### config.mk
export PLATFORM = sky130hd
export DESIGN_NAME = i2c_stretch_rx
export DESIGN_NICKNAME = d
export VERILOG_FILES = /design/src/rtl/i2c_stretch_pkg.sv /design/src/rtl/i2c_stretch_linesync.sv /design/src/rtl/i2c_stretch_addr_cmp.sv /design/src/rtl/i2c_stretch_engine.sv /design/src/rtl/i2c_stretch_regs.sv /design/src/rtl/i2c_stretch_rx.sv
export SDC_FILE = /design/constraint.sdc
export NUM_CORES = 1
export LEC_CHECK = 0
export BUFFER_PORTS_ARGS = -buffer_cell sky130_fd_sc_hd__buf_2
export CORE_MARGIN = 5
export CORE_UTILIZATION = 54
export CTS_CLUSTER_DIAMETER = 40
export DETAILED_ROUTE_END_ITERATION = 8
export HOLD_SLACK_MARGIN = 0.12
export PLACE_DENSITY = 0.74
export SLEW_MARGIN = 20
export SYNTH_ARGS = -nofsm -noshare
export SYNTH_HDL_FRONTEND = slang
export SYNTH_SLANG_ARGS = --single-unit
### constraint.sdc
create_clock -name clk -period 1.9 [get_ports clk]
set_input_delay 0.095 -clock clk [delete_from_list [all_inputs] [get_ports clk]]
set_output_delay 0.095 -clock clk [all_outputs]
set_load 0.02 [all_outputs]
### src/rtl/i2c_stretch_pkg.sv
package i2c_stretch_pkg;
  localparam int ADDR_W = 3;
  localparam logic [ADDR_W-1:0] A_MODE = 3'd0;
  localparam logic [ADDR_W-1:0] A_CMD  = 3'd1;
  localparam logic [ADDR_W-1:0] A_STAT = 3'd2;
  localparam logic [ADDR_W-1:0] A_RXD  = 3'd3;
  localparam logic [ADDR_W-1:0] A_SAR0 = 3'd4;
  // mode register fields
  localparam int MODE_W   = 4;
  localparam int M_EARLY  = 0;
  localparam int M_MULTI  = 1;
  localparam int M_ACKEN  = 2;
  localparam int M_ACKVAL = 3;
  // command strobes
  localparam int C_REL2    = 0;
  localparam int C_HOLD    = 1;
  localparam int C_STOPCLR = 2;
  localparam int C_REL     = 3;
  typedef enum logic [1:0] {ST_IDLE, ST_SHIFT, ST_ACK, ST_SKIP} rx_state_e;
endpackage

### src/rtl/i2c_stretch_linesync.sv
module i2c_stretch_linesync #(
  parameter int SYNC_STAGES = 2
) (
  input  logic clk,
  input  logic rst,
  input  logic scl_i,
  input  logic sda_i,
  output logic scl_rise,
  output logic scl_fall,
  output logic start_det,
  output logic stop_det,
  output logic sda_bit
);
  logic [SYNC_STAGES-1:0] scl_sh, sda_sh;
  logic scl_p, sda_p;
  logic scl_s, sda_s;

  assign scl_s = scl_sh[SYNC_STAGES-1];
  assign sda_s = sda_sh[SYNC_STAGES-1];

  always_ff @(posedge clk) begin
    if (rst) begin
      scl_sh    <= '1;
      sda_sh    <= '1;
      scl_p     <= 1'b1;
      sda_p     <= 1'b1;
      scl_rise  <= 1'b0;
      scl_fall  <= 1'b0;
      start_det <= 1'b0;
      stop_det  <= 1'b0;
      sda_bit   <= 1'b1;
    end else begin
      scl_sh    <= {scl_sh[SYNC_STAGES-2:0], scl_i};
      sda_sh    <= {sda_sh[SYNC_STAGES-2:0], sda_i};
      scl_p     <= scl_s;
      sda_p     <= sda_s;
      scl_rise  <= scl_s & ~scl_p;
      scl_fall  <= ~scl_s & scl_p;
      start_det <= scl_s & scl_p & sda_p & ~sda_s;
      stop_det  <= scl_s & scl_p & ~sda_p & sda_s;
      sda_bit   <= sda_s;
    end
  end
endmodule

### src/rtl/i2c_stretch_addr_cmp.sv
module i2c_stretch_addr_cmp #(
  parameter int DATA_W  = 8,
  parameter int NUM_SAR = 3
) (
  input  logic [DATA_W-1:0]              rx_byte,
  input  logic [NUM_SAR-1:0][DATA_W-1:0] sar,
  input  logic                           multi_en,
  output logic [NUM_SAR-1:0]             hits
);
  for (genvar i = 0; i < NUM_SAR; i++) begin : g_cmp
    if (i == 0) begin : g_primary
      assign hits[i] = (rx_byte == sar[i]);
    end else begin : g_extra
      assign hits[i] = multi_en && (rx_byte == sar[i]);
    end
  end
endmodule

### src/rtl/i2c_stretch_engine.sv
module i2c_stretch_engine
  import i2c_stretch_pkg::*;
#(
  parameter int DATA_W  = 8,
  parameter int NUM_SAR = 3
) (
  input  logic               clk,
  input  logic               rst,
  input  logic               scl_rise,
  input  logic               scl_fall,
  input  logic               start_det,
  input  logic               stop_det,
  input  logic               sda_bit,
  input  logic               early_en,
  input  logic               ack_en,
  input  logic               ack_val,
  input  logic [NUM_SAR-1:0] hits,
  output logic [DATA_W-1:0]  shreg,
  output logic               addr_ev,
  output logic               data_ev,
  output logic               hold_pre_ev,
  output logic               hold_post_ev,
  output logic               sda_low_o
);
  localparam int CW = $clog2(DATA_W + 1);

  rx_state_e   state;
  logic [CW-1:0] cnt;
  logic        is_addr;
  logic        ack_addr;

  always_ff @(posedge clk) begin
    if (rst) begin
      state        <= ST_IDLE;
      cnt          <= '0;
      shreg        <= '0;
      is_addr      <= 1'b0;
      ack_addr     <= 1'b0;
      sda_low_o    <= 1'b0;
      addr_ev      <= 1'b0;
      data_ev      <= 1'b0;
      hold_pre_ev  <= 1'b0;
      hold_post_ev <= 1'b0;
    end else begin
      addr_ev      <= 1'b0;
      data_ev      <= 1'b0;
      hold_pre_ev  <= 1'b0;
      hold_post_ev <= 1'b0;
      if (stop_det) begin
        state     <= ST_IDLE;
        sda_low_o <= 1'b0;
      end else if (start_det) begin
        state     <= ST_SHIFT;
        cnt       <= '0;
        is_addr   <= 1'b1;
        sda_low_o <= 1'b0;
      end else begin
        case (state)
          ST_SHIFT: begin
            if (scl_rise && cnt < CW'(DATA_W)) begin
              shreg <= {shreg[DATA_W-2:0], sda_bit};
              cnt   <= cnt + 1'b1;
            end else if (scl_fall && cnt == CW'(DATA_W)) begin
              cnt <= '0;
              if (is_addr) begin
                addr_ev <= 1'b1;
                if (|hits) begin
                  state     <= ST_ACK;
                  ack_addr  <= 1'b1;
                  sda_low_o <= 1'b1;
                end else begin
                  state <= ST_SKIP;
                end
              end else begin
                data_ev     <= 1'b1;
                state       <= ST_ACK;
                ack_addr    <= 1'b0;
                sda_low_o   <= ack_en & ~ack_val;
                hold_pre_ev <= early_en & ack_en;
              end
            end
          end
          ST_ACK: begin
            if (scl_fall) begin
              state        <= ST_SHIFT;
              is_addr      <= 1'b0;
              sda_low_o    <= 1'b0;
              hold_post_ev <= 1'b1;
            end else if (!ack_addr) begin
              // follows late writes of the ACK level during a pre-ACK hold
              sda_low_o <= ack_en & ~ack_val;
            end
          end
          default: ;
        endcase
      end
    end
  end

  // an unmatched transfer leaves both lines alone
  p_skip_quiet_r3: assert property (@(posedge clk) disable iff (rst)
    (state == ST_SKIP) |-> (!sda_low_o && !hold_post_ev && !hold_pre_ev));
  // STOP always returns to idle
  p_stop_idle_r9: assert property (@(posedge clk) disable iff (rst)
    stop_det |=> (state == ST_IDLE));
  // START restarts the address phase
  p_start_addr_r11: assert property (@(posedge clk) disable iff (rst)
    (start_det && !stop_det) |=> (state == ST_SHIFT && is_addr && cnt == '0));
endmodule

### src/rtl/i2c_stretch_regs.sv
module i2c_stretch_regs
  import i2c_stretch_pkg::*;
#(
  parameter int DATA_W  = 8,
  parameter int NUM_SAR = 3
) (
  input  logic                           clk,
  input  logic                           rst,
  input  logic                           cpu_we,
  input  logic [ADDR_W-1:0]              cpu_addr,
  input  logic [DATA_W-1:0]              cpu_wdata,
  output logic [DATA_W-1:0]              cpu_rdata,
  output logic [MODE_W-1:0]              mode_o,
  output logic [NUM_SAR-1:0][DATA_W-1:0] sar_o,
  input  logic                           addr_ev,
  input  logic [NUM_SAR-1:0]             hits,
  input  logic                           data_ev,
  input  logic [DATA_W-1:0]              rx_byte,
  input  logic                           hold_pre_ev,
  input  logic                           hold_post_ev,
  input  logic                           start_det,
  input  logic                           stop_det,
  output logic                           scl_low_o,
  output logic                           irq_o
);
  localparam int MATCH_LSB = 4;

  logic pin, pin2, stop_flag, aas;
  logic [NUM_SAR-1:0] match;
  logic [DATA_W-1:0]  rxd;
  logic [DATA_W-1:0]  stat;
  logic [DATA_W-1:0]  rd_mux;
  logic               cmd_wr;

  assign cmd_wr    = cpu_we && (cpu_addr == A_CMD);
  assign scl_low_o = ~(pin & pin2);

  always_ff @(posedge clk) begin
    if (rst) begin
      mode_o    <= '0;
      pin       <= 1'b1;
      pin2      <= 1'b1;
      stop_flag <= 1'b0;
      aas       <= 1'b0;
      match     <= '0;
      rxd       <= '0;
      irq_o     <= 1'b0;
    end else begin
      irq_o <= hold_pre_ev | hold_post_ev;
      if (cpu_we && cpu_addr == A_MODE) mode_o <= cpu_wdata[MODE_W-1:0];
      if (hold_post_ev)                      pin <= 1'b0;
      else if (cmd_wr && cpu_wdata[C_REL])   pin <= 1'b1;
      if (hold_pre_ev)                       pin2 <= 1'b0;
      else if (cmd_wr && cpu_wdata[C_HOLD])  pin2 <= 1'b0;
      else if (cmd_wr && cpu_wdata[C_REL2])  pin2 <= 1'b1;
      if (stop_det)                             stop_flag <= 1'b1;
      else if (cmd_wr && cpu_wdata[C_STOPCLR])  stop_flag <= 1'b0;
      if (start_det) begin
        aas   <= 1'b0;
        match <= '0;
      end else if (addr_ev) begin
        aas   <= |hits;
        match <= hits;
      end
      if (data_ev) rxd <= rx_byte;
    end
  end

  for (genvar i = 0; i < NUM_SAR; i++) begin : g_sar
    always_ff @(posedge clk) begin
      if (rst) sar_o[i] <= '0;
      else if (cpu_we && cpu_addr == A_SAR0 + ADDR_W'(i)) sar_o[i] <= cpu_wdata;
    end
  end

  always_comb begin
    stat    = '0;
    stat[0] = pin;
    stat[1] = pin2;
    stat[2] = stop_flag;
    stat[3] = aas;
    for (int i = 0; i < NUM_SAR; i++) stat[MATCH_LSB + i] = match[i];
  end

  always_comb begin
    rd_mux = '0;
    case (cpu_addr)
      A_MODE: rd_mux = {{(DATA_W-MODE_W){1'b0}}, mode_o};
      A_CMD:  rd_mux = '0;
      A_STAT: rd_mux = stat;
      A_RXD:  rd_mux = rxd;
      default: begin
        for (int i = 0; i < NUM_SAR; i++)
          if (cpu_addr == A_SAR0 + ADDR_W'(i)) rd_mux = sar_o[i];
      end
    endcase
  end

  always_ff @(posedge clk) begin
    if (rst) cpu_rdata <= '0;
    else     cpu_rdata <= rd_mux;
  end

  // only the post-ACK event clears PIN
  p_pin_hw_clear_r4: assert property (@(posedge clk) disable iff (rst)
    $fell(pin) |-> $past(hold_post_ev));
  // PIN2 falls only from the pre-ACK event or a hold request
  p_pin2_clear_r8: assert property (@(posedge clk) disable iff (rst)
    $fell(pin2) |-> $past(hold_pre_ev || (cmd_wr && cpu_wdata[C_HOLD])));
  // interrupt is a single-cycle pulse
  p_irq_pulse_r5: assert property (@(posedge clk) disable iff (rst)
    irq_o |=> !irq_o);
  // STOP sets the flag
  p_stop_flag_r9: assert property (@(posedge clk) disable iff (rst)
    stop_det |=> stop_flag);
  // SCL is let go only by software
  p_release_sw_r7: assert property (@(posedge clk) disable iff (rst)
    $fell(scl_low_o) |-> $past(cmd_wr));
endmodule

### src/rtl/i2c_stretch_rx.sv
module i2c_stretch_rx
  import i2c_stretch_pkg::*;
#(
  parameter int DATA_W      = 8,
  parameter int NUM_SAR     = 3,
  parameter int SYNC_STAGES = 2
) (
  input  logic              clk,
  input  logic              rst,
  input  logic              cpu_we,
  input  logic [ADDR_W-1:0] cpu_addr,
  input  logic [DATA_W-1:0] cpu_wdata,
  output logic [DATA_W-1:0] cpu_rdata,
  input  logic              scl_i,
  input  logic              sda_i,
  output logic              scl_low_o,
  output logic              sda_low_o,
  output logic              irq_o
);
  logic scl_rise, scl_fall, start_det, stop_det, sda_bit;
  logic addr_ev, data_ev, hold_pre_ev, hold_post_ev;
  logic [NUM_SAR-1:0]             hits;
  logic [NUM_SAR-1:0][DATA_W-1:0] sar;
  logic [MODE_W-1:0]              mode;
  logic [DATA_W-1:0]              shreg;

  i2c_stretch_linesync #(.SYNC_STAGES(SYNC_STAGES)) u_sync (
    .clk(clk), .rst(rst), .scl_i(scl_i), .sda_i(sda_i),
    .scl_rise(scl_rise), .scl_fall(scl_fall),
    .start_det(start_det), .stop_det(stop_det), .sda_bit(sda_bit)
  );

  i2c_stretch_addr_cmp #(.DATA_W(DATA_W), .NUM_SAR(NUM_SAR)) u_cmp (
    .rx_byte(shreg), .sar(sar), .multi_en(mode[M_MULTI]), .hits(hits)
  );

  i2c_stretch_engine #(.DATA_W(DATA_W), .NUM_SAR(NUM_SAR)) u_eng (
    .clk(clk), .rst(rst),
    .scl_rise(scl_rise), .scl_fall(scl_fall),
    .start_det(start_det), .stop_det(stop_det), .sda_bit(sda_bit),
    .early_en(mode[M_EARLY]), .ack_en(mode[M_ACKEN]), .ack_val(mode[M_ACKVAL]),
    .hits(hits), .shreg(shreg),
    .addr_ev(addr_ev), .data_ev(data_ev),
    .hold_pre_ev(hold_pre_ev), .hold_post_ev(hold_post_ev),
    .sda_low_o(sda_low_o)
  );

  i2c_stretch_regs #(.DATA_W(DATA_W), .NUM_SAR(NUM_SAR)) u_regs (
    .clk(clk), .rst(rst),
    .cpu_we(cpu_we), .cpu_addr(cpu_addr), .cpu_wdata(cpu_wdata), .cpu_rdata(cpu_rdata),
    .mode_o(mode), .sar_o(sar),
    .addr_ev(addr_ev), .hits(hits), .data_ev(data_ev), .rx_byte(shreg),
    .hold_pre_ev(hold_pre_ev), .hold_post_ev(hold_post_ev),
    .start_det(start_det), .stop_det(stop_det),
    .scl_low_o(scl_low_o), .irq_o(irq_o)
  );
endmodule

## Yosys cells after proc, flatten, opt, wreduce, memory -nomap -nowiden

Cells that the tools add are included.

| word-level totals | value |
|---|---|
| flip-flop bits (word level) | 83 |
| bits of input ports | 16 |
| output and inout port bits | 11 |
| word-level logic and storage cells | 150 |

| cells by class | value |
|---|---|
| add/sub/neg operators | 1 |
| order comparisons | 1 |
| eq/ne operators | 21 |
| multiplexer cells | 36 |
| bitwise logic cells | 23 |
| reductions and logical operators | 37 |

Operators with widths:

| operator | number |
|---|---|
| one-hot mux 8 bit (4 select lines) | 1 |
| equality test 8 bit | 3 |
| two-way mux 8 bit | 3 |
| two-way mux 1 bit | 23 |
| two-way mux 4 bit | 4 |
| logical AND 1 bit | 13 |
| inequality test 3 bit (second input constant) | 4 |
| NOT 1 bit | 12 |
| AND reduction 4 bit | 3 |
| nonzero test 2 bit | 6 |
| AND 1 bit | 10 |
| equality test 3 bit (second input constant) | 3 |
| nonzero test 3 bit | 3 |
| OR reduction 7 bit | 1 |
| equality test 3 x 2 -> 1 bit (second input constant) | 2 |
| two-way mux 2 bit | 3 |
| inequality test 2 bit (second input constant) | 3 |
| AND reduction 3 bit | 2 |
| AND reduction 6 bit | 1 |
| OR reduction 3 bit | 2 |
| OR reduction 6 bit | 1 |
| AND reduction 5 bit | 1 |
| adder 4 x 1 -> 4 bit (second input constant) | 1 |
| equality test 4 bit (second input constant) | 1 |
| other kinds (12) | 13 |

## Longest topological paths before layout

| logic depth | value |
|---|---|
| depth in word-level cells | 9 |
| gate-level depth with buffers | 9 |
| mapped depth without buffers | 7 |

## By module

From an unflattened synthesis, not the netlist that was laid out.

| second synthesis, totals | value |
|---|---|
| cell total of the unflattened synthesis | 397 |
| area total of the unflattened synthesis | 3716.1 µm² |

Modules (own cells, without submodules):

| module | instances | cells an instance | area each (µm²) | seq. area each (µm²) |
|---|---|---|---|---|
| i2c_stretch_regs | 1 | 235 | 2209.6 | 1041.0 |
| i2c_stretch_engine | 1 | 105 | 929.6 | 420.4 |
| i2c_stretch_linesync | 1 | 22 | 300.3 | 200.2 |
| i2c_stretch_addr_cmp | 1 | 35 | 276.5 | 0.0 |

## Least setup slack after synthesis

OpenSTA, ideal clock, no wires.

| timing path | value |
|---|---|
| kind | flip-flop to flip-flop |
| start | register u_eng.state[1] |
| end | register u_eng.cnt[2] |
| setup time | 70 ps |
| arrival | 1609 ps |
| data required time | 1830 ps |
| slack | 220 ps |
| cell stages (with the launch flop) | 9 |
| buffers on the path | 2 |
| period minus slack after synthesis | 1680 ps |
| path through | dfxtp_1 -> inv_1 -> ha_1 -> buf_4 -> nand2b_1 -> or3_1 -> buf_6 -> or3b_1 -> a21oi_1 |

| on the way | value |
|---|---|
| longest elaborated chain between the ends | 3 |

RTL lines:

| what | RTL line | text |
|---|---|---|
| from (decl) | i2c_stretch_engine.sv:27 | `rx_state_e state;` |
| from (signal assigned) | i2c_stretch_engine.sv:34 | `state <= ST_IDLE;` |
| from (signal assigned) | i2c_stretch_engine.sv:50 | `state <= ST_IDLE;` |
| from (signal assigned) | i2c_stretch_engine.sv:53 | `state <= ST_SHIFT;` |
| equality test 2 x 1 -> 1 bit | i2c_stretch_engine.sv:58 | `case (state)` |
| nonzero test 2 bit (no source line) | - |  |
| AND reduction 3 bit (no source line) | - |  |
| to (signal assigned) | i2c_stretch_engine.sv:62 | `cnt <= cnt + 1'b1;` |
| to (decl) | i2c_stretch_engine.sv:28 | `logic [CW-1:0] cnt;` |

Every way passes these cells.
A chain may end at the register's enable or synchronous reset.

## Final worst setup path

| timing path | value |
|---|---|
| start | register u_eng.cnt[0] |
| end | register u_eng.cnt[3] |

| on the way | value |
|---|---|
| longest elaborated chain between the ends | 5 |
| elaborated cells between the ends (all ways) | 10 |
| those cells by class | add/sub: 1; order compare: 1; eq/ne: 1; mux: 3; reduce/logical: 4 |

RTL lines:

| what | RTL line | text |
|---|---|---|
| less-than comparator 4 bit | i2c_stretch_engine.sv:60 | `if (scl_rise && cnt < CW'(DATA_W)) begin` |
| logical AND 1 bit | i2c_stretch_engine.sv:60 |  |
| two-way mux 4 bit | i2c_stretch_engine.sv:60 |  |
| two-way mux 4 bit | i2c_stretch_engine.sv:58 |  |
| two-way mux 4 bit | i2c_stretch_engine.sv:52 | `end else if (start_det) begin` |

Parallel ways exist; a longest one is shown, timed or not. The select of a mux whose other input is x is not followed.

==> flow_summary.json <==
{
  "design_area_sq_um": 4210,
  "ant_nets": 0,
  "synth_warnings": 0,
  "clock_sinks": 83,
  "max-cap-violations": 0,
  "route.detailed.drc": 0,
  "fin_crit_sh": 0.934,
  "critical_path.max_fanout": 6,
  "wl_mm": 8.48,
  "r2r_end": "u_eng.cnt[3]",
  "top_level_ports": 27,
  "postSynthAreaPerCell_sq_um": 8.61,
  "grt_max_degree": 61,
  "placedInstanceArea_sq_um": 3920,
  "dr_wl_met2_mm": 3.98,
  "stdcell_count": 548,
  "r2r-start": "u_eng.cnt[0]",
  "hold_viol_final": 0,
  "seq_area_frac_synth": 0.449,
  "slowest_delay_ns": 0.48,
  "layout.nets": 483,
  "p_per_area_nw_per_um2": 769,
  "synthTopCellsByArea": "dfxtp_1 45%, mux2i_1 9.5%, nand2_1 6.6%",
  "clockRootBuffer": "clkbuf_8",
  "drv_slew": 0,
  "die_w_microns": 92.8,
  "highest_layer": "met4",
  "rows": 30,
  "path_buf_inv": 1,
  "post-dp-hpwl_mm": 6.02,
  "most-common-layout-cells": "83 x dfxtp_1, 65 x nand2_1, 49 x nor2_1, 41 x a21oi_1, 35 x mux2i_1",
  "vias": 3019,
  "worstHoldStart": "cpu_addr[2]",
  "worstHoldEndpoint": "u_regs.cpu_rdata[7]",
  "hp-class": "primary input to flop",
  "dr_wl_met3_microns": 422,
  "antenna-diode-count": 0,
  "rsz0062_at_grt": "no",
  "grt_pass1_wl_mm": 13.9,
  "wire_per_inst_microns": 15.5,
  "cts_tree": "done",
  "setup_viol": 0,
  "final_common_cell": "dfxtp_1",
  "die_area_sq_um": 8610,
  "numCtsBuffers": 9,
  "fin_skew_ns": 0.00533,
  "dp.cells": 521,
  "die_h_microns": 92.8,
  "clock_path_buffers": 2,
  "leakagePower_nw": 1.63,
  "hold_slack_ns": 0.204,
  "area_growth_pct": 13.7,
  "overflow": 0,
  "clock.fmax_ghz": 0.563,
  "start_util": 0.551,
  "routabilityCongestion": 0.844,
  "syn_nets": 450,
  "htree_num_levels": 3,
  "slew_headroom": 0.653,
  "dr.first_iter.drc_count": 173,
  "synth_edf_count": 0,
  "fin_util": 0.627,
  "portBuffers": 26,
  "crit_family": "simple AND/OR/NAND/NOR gates",
  "synth_seq_cells": 83,
  "insertion_delay_ns": 0.35,
  "slowest_stage": "or4_1",
  "synth.distinct_cells": 44,
  "drive_gt1_frac": 0.154,
  "cp-startpoint": "u_eng.cnt[0]",
  "regToRegSetupSlack_ns": 0.13,
  "grt_pass1_vias": 2836,
  "max-vdd-ir-drop_mv": 0.326,
  "cts_resized": 0,
  "async_flop_share": 0,
  "synthesis.instances": 430,
  "syn_area_sq_um": 3700,
  "worstPathArrival_ns": 2.06,
  "yosysTopAreaCellShare": 0.449,
  "core_area_sq_um": 6720,
  "critical_path_class": "flop to flop",
  "holdPathStages": 3,
  "min_period_ns": 1.77,
  "fin_setup_tns_ns": 0,
  "met1_length_mm": 3.94,
  "gr-usage-all-layers": 0.204,
  "crit_path_end_kind": "flop",
  "synthFlopType": "dfxtp_1",
  "setup.worst_path.start_class": "flop",
  "vias_per_cell": 5.51,
  "yosysTopAreaCell": "dfxtp_1",
  "drt_pass1_iterations": 5,
  "clk_pin_slew_ns": 0.08,
  "path_cells": "inv_1 > ha_1 > nand4b_2 > a21boi_1 > o21bai_1 > or4_1 > a21oi_1",
  "status": "complete, no violations",
  "rr_worst_depth": 7,
  "cts_setup_buffers": 0,
  "antenna_found_initial": 0,
  "worstPathRequired_ns": 2.18,
  "tightest_slew_ns": 0.520
}
==> routing by layer <==
| layer | GRT usage | vias to the layer above |
|---|---|---|
| met2 | 0.305 | 80 |
| met4 | 0.103 | 0 |
| li1 | - | 1521 |
| met1 | 0.277 | 1408 |
| met3 | 0.0414 | 10 |
| met5 | 0 | - |
==> kinds of logic (layout without fill, tap and decap cells) <==
logic type      after synthesis  count (layout)  synth area share
xor+xnor                     24              24            0.0568
mux                          40              40             0.110
flops                        83              83             0.449
simple gates                172             172             0.218
buf+inv                      38              76            0.0453
fa+ha+maj                     4               4            0.0135
compound gates               69              69             0.107
==> worst register-to-register path, cell delays in order, from the launching register on <==
cell and delay (ns):
dfxtp_1 0.35, inv_1 0.07, ha_1 0.17, nand4b_2 0.18, a21boi_1 0.17, o21bai_1 0.14, or4_1 0.48, a21oi_1 0.15
==> cells in the mapped netlist (3+ instances only) <==
| master | instances |
|---|---|
| a21oi_1 | 41 |
| nand2_1 | 65 |
| nor2_1 | 49 |
| mux2_2 | 5 |
| a221oi_1 | 5 |
| xnor2_1 | 24 |
| ha_1 | 4 |
| buf_2 | 10 |
| clkbuf_1 | 15 |
| o21ai_0 | 9 |
| nand2b_1 | 5 |
| nand4_1 | 5 |
| mux2i_1 | 35 |
| nor3b_1 | 3 |
| nor3_1 | 11 |
| a211oi_1 | 5 |
| dfxtp_1 | 83 |
| nand3_1 | 6 |
| nor2b_1 | 6 |
| inv_1 | 8 |
| or2_2 | 8 |
==> area by class of cell <==
| type | count | area, sq um |
|---|---|---|
| Fill cell | 577 | 2510 |
| Timing Repair Buffer | 52 | 365 |
| Clock inverter | 4 | 25.0 |
| Multi-Input combinational cell | 309 | 1870 |
| Tap cell | 80 | 100 |
| Inverter | 8 | 30.0 |
| Sequential cell | 83 | 1660 |
| Clock buffer | 12 | 155 |
==> how the worst max path moves through the flow <==
stage	endpoint	slack [ns]	depth (start not counted)
final	u_eng.cnt[3]	0.13	7
after global routing	u_eng.cnt[3]	0.01	7
after CTS	u_eng.cnt[3]	0.14	7
after detailed placement	u_eng.cnt[3]	0.17	7
after global placement	u_eng.cnt[3]	0.21	7
after floorplan	u_eng.cnt[2]	0.22	8
==> stage by stage <==
step                      setup WS (ns)  total power [mW]
after global placement            0.213              2.09
final                             0.125              3.24
after detailed placement          0.174              2.10
after CTS                         0.144              3.26
after floorplan                   0.220              2.01
after global routing            0.00983              3.37
==> registers in the layout, indices dropped and copies added (netlist names), 2 cells and up <==
register,flops
u_sync.scl_sh,2
u_regs.rxd,8
u_regs.match,3
u_regs.cpu_rdata,8
u_eng.cnt,4
u_sync.sda_sh,2
u_regs.sar_o,24
u_eng.state,2
u_eng.shreg,8
u_regs.mode_o,4
==> timing repair <==
item	4_1_cts	5_1_grt
endpoints found under the hold margin	34	0
hold buffers	11	0
endpoints found under the setup margin	0	0
==> report_power, final <==
part | internal [mW] | total [mW] | switching, mW
registers | 1.77 | 1.79 | 0.0243
clock network | 0.542 | 1.16 | 0.618
logic | 0.119 | 0.285 | 0.165
total | 2.43 | 3.24 | 0.807
Power figures use the tool's default switching activity.
